--- src/rtl/flow_pkg.sv ---
package flow_pkg;
    typedef enum logic [3:0] {
        K_NONE, K_BRZ, K_BRNZ, K_BROV, K_BRNOV, K_BRA, K_JMP,
        K_TCLR, K_TSET, K_CEQ, K_CGT, K_CLT,
        K_DSZ, K_ISZ, K_DSNZ, K_ISNZ
    } kind_e;
endpackage

--- src/rtl/flow_decode.sv ---
module flow_decode #(
    parameter int IW = 16
) (
    input  logic [IW-1:0]        instr,
    output flow_pkg::kind_e      kind,
    output logic [2:0]           bit_idx
);
    import flow_pkg::*;

    always_comb begin
        kind    = K_NONE;
        bit_idx = instr[11:9];
        casez (instr[15:8])
            8'hE0:        kind = K_BRZ;
            8'hE1:        kind = K_BRNZ;
            8'hE4:        kind = K_BROV;
            8'hE5:        kind = K_BRNOV;
            8'hEF:        kind = K_JMP;
            8'b11010???:  kind = K_BRA;
            8'b1011????:  kind = K_TCLR;
            8'b1010????:  kind = K_TSET;
            8'b0110001?:  kind = K_CEQ;
            8'b0110010?:  kind = K_CGT;
            8'b0110000?:  kind = K_CLT;
            8'b001011??:  kind = K_DSZ;
            8'b001111??:  kind = K_ISZ;
            8'b010011??:  kind = K_DSNZ;
            8'b010010??:  kind = K_ISNZ;
            default:      kind = K_NONE;
        endcase
    end
endmodule

--- src/rtl/flow_cond.sv ---
module flow_cond #(
    parameter int DW = 8
) (
    input  flow_pkg::kind_e kind,
    input  logic [2:0]      bit_idx,
    input  logic            flag_z,
    input  logic            flag_ov,
    input  logic [DW-1:0]   reg_val,
    input  logic [DW-1:0]   wreg,
    output logic            take,
    output logic            skip
);
    import flow_pkg::*;

    localparam logic [DW-1:0] ONE  = DW'(1);
    localparam logic [DW-1:0] ONES = '1;

    logic sel_bit;
    assign sel_bit = reg_val[bit_idx];

    always_comb begin
        take = 1'b0;
        skip = 1'b0;
        unique case (kind)
            K_BRZ:   take = flag_z;
            K_BRNZ:  take = !flag_z;
            K_BROV:  take = flag_ov;
            K_BRNOV: take = !flag_ov;
            K_BRA,
            K_JMP:   take = 1'b1;
            K_TCLR:  skip = !sel_bit;
            K_TSET:  skip = sel_bit;
            K_CEQ:   skip = (reg_val == wreg);
            K_CGT:   skip = (reg_val > wreg);
            K_CLT:   skip = (reg_val < wreg);
            K_DSZ:   skip = (reg_val == ONE);
            K_ISZ:   skip = (reg_val == ONES);
            K_DSNZ:  skip = (reg_val != ONE);
            K_ISNZ:  skip = (reg_val != ONES);
            default: ;
        endcase
    end
endmodule

--- src/rtl/flow_target.sv ---
module flow_target #(
    parameter int PCW = 21,
    parameter int IW  = 16
) (
    input  logic [IW-1:0]  instr,
    input  logic [IW-1:0]  word2,
    input  logic [PCW-1:0] pc_next,
    input  logic           long_ofs,
    output logic [PCW-1:0] rel_tgt,
    output logic [PCW-1:0] abs_tgt
);
    localparam int SHORT_W = 8;
    localparam int LONG_W  = 11;
    localparam int ABS_W   = 21;

    logic [PCW-1:0] disp;
    logic [PCW-1:0] disp_s;
    logic [PCW-1:0] disp_l;

    assign disp_s  = {{(PCW-SHORT_W){instr[SHORT_W-1]}}, instr[SHORT_W-1:0]};
    assign disp_l  = {{(PCW-LONG_W){instr[LONG_W-1]}}, instr[LONG_W-1:0]};
    assign disp    = long_ofs ? disp_l : disp_s;
    assign rel_tgt = pc_next + {disp[PCW-2:0], 1'b0};

    generate
        if (PCW > ABS_W) begin : g_wide
            assign abs_tgt = {{(PCW-ABS_W){1'b0}}, word2[11:0], instr[7:0], 1'b0};
        end else begin : g_exact
            logic [ABS_W-1:0] full;
            assign full    = {word2[11:0], instr[7:0], 1'b0};
            assign abs_tgt = full[PCW-1:0];
        end
    endgenerate
endmodule

--- src/rtl/flow_next_pc.sv ---
module flow_next_pc #(
    parameter int PCW = 21,
    parameter int IW  = 16,
    parameter int DW  = 8
) (
    input  logic           clk,
    input  logic           rst_n,
    input  logic [IW-1:0]  instr_i,
    input  logic [IW-1:0]  word2_i,
    input  logic [PCW-1:0] pc_next_i,
    input  logic           flag_z_i,
    input  logic           flag_ov_i,
    input  logic [DW-1:0]  reg_i,
    input  logic [DW-1:0]  wreg_i,
    output logic [PCW-1:0] npc_o,
    output logic           flush_o,
    output logic [1:0]     xcyc_o
);
    import flow_pkg::*;

    localparam logic [3:0]     LONG_TAG = 4'hF;
    localparam logic [PCW-1:0] STEP1    = PCW'(2);
    localparam logic [PCW-1:0] STEP2    = PCW'(4);

    typedef struct packed {
        logic [PCW-1:0] npc;
        logic           flush;
        logic [1:0]     xcyc;
        logic           started;
    } st_t;

    st_t st_d, st_q;

    kind_e          kind;
    logic [2:0]     bit_idx;
    logic           take, skip;
    logic [PCW-1:0] rel_tgt, abs_tgt;
    logic           two_word;

    flow_decode #(.IW(IW)) u_dec (
        .instr(instr_i), .kind(kind), .bit_idx(bit_idx)
    );

    flow_cond #(.DW(DW)) u_cond (
        .kind(kind), .bit_idx(bit_idx), .flag_z(flag_z_i), .flag_ov(flag_ov_i),
        .reg_val(reg_i), .wreg(wreg_i), .take(take), .skip(skip)
    );

    flow_target #(.PCW(PCW), .IW(IW)) u_tgt (
        .instr(instr_i), .word2(word2_i), .pc_next(pc_next_i),
        .long_ofs(kind == K_BRA), .rel_tgt(rel_tgt), .abs_tgt(abs_tgt)
    );

    assign two_word = (word2_i[IW-1:IW-4] == LONG_TAG);

    always_comb begin
        st_d         = st_q;
        st_d.started = 1'b1;
        st_d.npc     = pc_next_i;
        st_d.flush   = 1'b0;
        st_d.xcyc    = 2'd0;
        if (take) begin
            st_d.npc   = (kind == K_JMP) ? abs_tgt : rel_tgt;
            st_d.flush = 1'b1;
            st_d.xcyc  = 2'd1;
        end else if (skip) begin
            st_d.npc   = pc_next_i + (two_word ? STEP2 : STEP1);
            st_d.flush = 1'b1;
            st_d.xcyc  = two_word ? 2'd2 : 2'd1;
        end
    end

    always_ff @(posedge clk) begin
        if (!rst_n) st_q <= '0;
        else        st_q <= st_d;
    end

    assign npc_o   = st_q.npc;
    assign flush_o = st_q.flush;
    assign xcyc_o  = st_q.xcyc;

    assert_reset_R1: assert property (@(posedge clk)
        !rst_n |=> (npc_o == '0 && !flush_o && xcyc_o == 2'd0));

    assert_exclusive_R10: assert property (@(posedge clk) disable iff (!rst_n)
        !(take && skip));

    assert_xcyc_legal_R10: assert property (@(posedge clk) disable iff (!rst_n)
        (xcyc_o != 2'd3) && (flush_o == (xcyc_o != 2'd0)));

    assert_orphan_nop_R11: assert property (@(posedge clk) disable iff (!rst_n)
        (st_q.started && $past(instr_i[IW-1:IW-4]) == LONG_TAG)
        |-> (!flush_o && npc_o == $past(pc_next_i)));

    assert_untaken_R3: assert property (@(posedge clk) disable iff (!rst_n)
        (st_q.started && !flush_o) |-> (npc_o == $past(pc_next_i)));

    assert_skip_len_R9: assert property (@(posedge clk) disable iff (!rst_n)
        (st_q.started && xcyc_o == 2'd2) |-> (npc_o == $past(pc_next_i) + STEP2));
endmodule

--- config.mk ---
export PLATFORM = sky130hd
export DESIGN_NAME = flow_next_pc
export DESIGN_NICKNAME = d
export VERILOG_FILES = /design/src/rtl/flow_pkg.sv /design/src/rtl/flow_decode.sv /design/src/rtl/flow_cond.sv /design/src/rtl/flow_target.sv /design/src/rtl/flow_next_pc.sv
export SDC_FILE = /design/constraint.sdc
export NUM_CORES = 1
export LEC_CHECK = 0
export ABC_CLOCK_PERIOD_IN_PS = 5000
export BUFFER_PORTS_ARGS = -buffer_cell sky130_fd_sc_hd__buf_4
export CORE_ASPECT_RATIO = 0.75
export CORE_MARGIN = 4
export CORE_UTILIZATION = 48
export DETAILED_ROUTE_END_ITERATION = 8
export PLACE_DENSITY = 0.84
export SLEW_MARGIN = 20
export SYNTH_ARGS = -nofsm -noshare
export SYNTH_HDL_FRONTEND = slang
export SYNTH_HIERARCHICAL = 1
export SYNTH_SLANG_ARGS = --single-unit
--- constraint.sdc ---
create_clock -name clk -period 5 [get_ports clk]
set_input_delay 1 -clock clk [delete_from_list [all_inputs] [get_ports clk]]
set_output_delay 1 -clock clk [all_outputs]
set_load 0.01 [all_outputs]
==> summary.md <==
| Metric | Value |
|---|---|
| Final Net Count | between 600 and 700 |
| Mapped Cells | between 400 and 500 |
| Leading cell type in the layout, fill and taps excluded | buf_4 |
| Die width | 105 microns |
| Most frequent cells in the layout | buf_4, a21oi_1, nand2_1 |
| Worst-Margin Slew | 0.839 ns |
| Power Dens Cells | roughly 190 nW/um^2 |
| Routed length per placed instance | approximately 16 microns |
| Top cells by area, synth | dfxtp_1, ha_1, mux2i_1 |
| Via count of the first global-routing pass | 3201 |
| HP Class | primary input to flip-flop |
| Final core utilization | 60.2% |
| Final std cells w/o fill | 580 |
| Maximum vdd drop | roughly 0.000099 V |
| Slew margin rel. | ~44% |
| Max-cap viol count | 0 |
| Fmax achieved | approximately 0.22 GHz |
| Pin count of the biggest net entering global routing | 27 |
| Fin crit period | 4.61 ns |
| YS warnings | 6 |
| Netlist cell types | slightly below 70 |
| Synthesized area per cell | around 7.8 sq um |
| Synth Net Count | ~530 |
| Top FF cell, synth | dfxtp_1 |
| DRC Markers | 0 |
| Total CTS buffers | 3 |
| Worst Setup End Kind | flip-flop |
| Seq cells post-synth | 24 |
| Die Y-Extent | 80.5 microns |
| Critical path class | primary input to flip-flop |
| Vias per inst | ~6.0 |
| Antenna-violating nets left | 0 |
| Hold Vio Cnt, Final | 0 |
| Port bufs | 96 |
| RSZ-0062 raised after global routing | false |
| GR Overflow Total | 0 |
| Area grow syn2layout | 21.8% |
| Core ar. | a little under 7000 sq um |
| Final period util | a little over 90% |
| Critical Path Source Type | primary input |
| Final setup vio count | 0 |
| Fin. max-slew vios | 0 |
| Post-synth top area cell | dfxtp_1 |
| Synthesized area | ~3400 sq um |
| First-pass GRT wire length | between 15000 and 20000 microns |
| Layout cells sized above 1 | 25.2% |
| Clock transition at the registers of the reported paths | about 0.08 ns |
| Die area | around 8400 sq um |
| Final wirelength | approximately 9400 microns |
| Initial Util | between 40% and 50% |
| Placed insts | 576 |
| Critical Path End | npc_o[17] |
| CTS tree | done |
| Vias | 3480 |
| Seq/Total Area, Yosys | between 10 and 15% |
| Worst-path fanout max | 8 |
| I/O Pins | between 90 and 100 |
| Setup TNS | 0 ns |
| Gr usage total | 21.8% |
| Share of flip-flops with an asynchronous set or reset | 0% |
| Pre-CTS WS | -0.0340 ns |
| Root Driver | clkbuf_8 |
| Post-route setup slack | about 0.39 ns |
| Antenna cells | 0 |
| Number of enable flip-flop cells after synthesis | 0 |
| Fillers | around 630 |
| Detail Placement HPWL | 7700 microns |
| H-tree Lvls | 1 |
| Rows | 26 |
| Hold Startpoint | pc_next_i[20] |
| RePlAce Congestion | 0.956 |
| LEAKAGE | 1.80 nW |
| DRT Pass-1 Iters | 5 |
| Hold_ws | around 1.0 ns |
| Critical Path RT | about 5.2 ns |
| Status | finished clean |
| Detailed Route Iter0 Violations | 220 |
| # hold bufs at CTS | 0 |
| Sinks on Clock Net | 24 |
| Area share of the largest cell type after synthesis | 14.3% |
| Crit. Startpoint | instr_i[12] |
| Initial antenna violation count | 0 |
| Max Root-Sink Buffers | 2 |
| Crit path DAT | 4.83 ns |
==> critical path, cell delays in order <==
cell      delay, ns
buf_4          0.14
nand4b_2       0.23
or4_1          0.42
o211ai_1       0.12
nor4bb_2       0.34
nand2b_1       0.19
nand2_1        0.14
ha_1           0.37
a21oi_1        0.22
o21ai_0        0.12
a21boi_1       0.29
mux2i_1        0.24
nand2_1        0.07
a311oi_1       0.39
mux2i_1        0.13
a22oi_1        0.22
o311a_1        0.19
==> worst min path at each step <==
stage,end,slack (ns),cells after the start
6_report,npc_o[20],1.0,3
5_1_grt,npc_o[17],0.99,2
4_1_cts,npc_o[20],1.0,3
3_5_place_dp,npc_o[20],1.28,3
3_3_place_gp,npc_o[20],1.28,3
2_1_floorplan,npc_o[20],1.12,2
==> cell families (layout without fill, tap and decap cells) <==
group           Yosys count  count (layout)  synth area share, %
compound gates          116             116                 23.9
xor+xnor                 31              31                 8.08
fa+ha+maj                31              31                 12.0
buf+inv                  63             130                 10.2
flops                    24              24                 14.3
mux                      28              28                 9.09
other cells               1               1                0.112
simple gates            135             135                 22.3
==> power by group <==
part,switching [mW],internal [mW]
clock,0.0613,0.107
sequential,0.00533,0.210
combinational,0.217,0.188
==> routing by layer <==
metal  global-route usage, %  share of wire [%]  vias to the layer above
met3                    2.49                8.0                       11
met2                    36.7                 45                      149
met4                    4.46               0.94                        0
met1                    30.4                 46                     1616
li1                        -                  -                     1704
met5                       0                  0                        -
==> per-stage QoR <==
stage	cell area, sq um	power (mW)
floorplan	3360	0.475
CTS	4090	0.785
global route	4090	0.840
detailed placement	4020	0.617
finish	4090	0.789
global placement	4020	0.607
==> timing repair <==
| item | in CTS | in global routing |
|---|---|---|
| setup endpoints to repair | 0 | 1 |
| gates resized for setup | 0 | 2 |
| buffers inserted | 0 | 0 |
==> cells in the mapped netlist (2+ instances only) <==
master / n
o31a_1: 6
fa_1: 2
ha_1: 29
xor2_1: 17
nor4bb_1: 2
nor2b_1: 3
and2b_1: 2
o211ai_1: 6
nand2b_1: 3
nor4_1: 9
nor3_1: 7
a21oi_1: 35
mux4_2: 2
and3_1: 2
o21a_1: 12
dfxtp_1: 24
and4_1: 2
a31oi_1: 3
nand4_1: 8
mux2i_1: 26
xnor2_1: 14
clkbuf_1: 10
nand4b_1: 3
nor3b_1: 3
nand3_1: 12
nor2_1: 30
o311a_1: 2
buf_2: 5
buf_4: 25
inv_1: 21
o211a_1: 2
a221o_1: 2
a22oi_1: 2
nor4b_1: 2
o21ai_0: 12
a211oi_1: 10
a21o_1: 6
or4_1: 5
o21ai_1: 2
nand2_1: 31
o21bai_1: 2
==> state kept, by name, indices dropped and copies added (netlist names) <==
| register | flops |
|---|---|
| flush_o | 1 |
| npc_o | 21 |
| xcyc_o | 2 |
==> final cells by class <==
cell class                      count  area, sq um  area share [%]
Clock buffer                        3         41.3            1.01
Timing Repair Buffer              105          801            19.6
Inverter                           21         78.8            1.93
Sequential cell                    24          480            11.7
Tap cell                           84          105            2.57
Multi-Input combinational cell    342         2560            62.5
Clock inverter                      1         30.0           0.734
No activity file was read; power rests on OpenSTA's default activity.
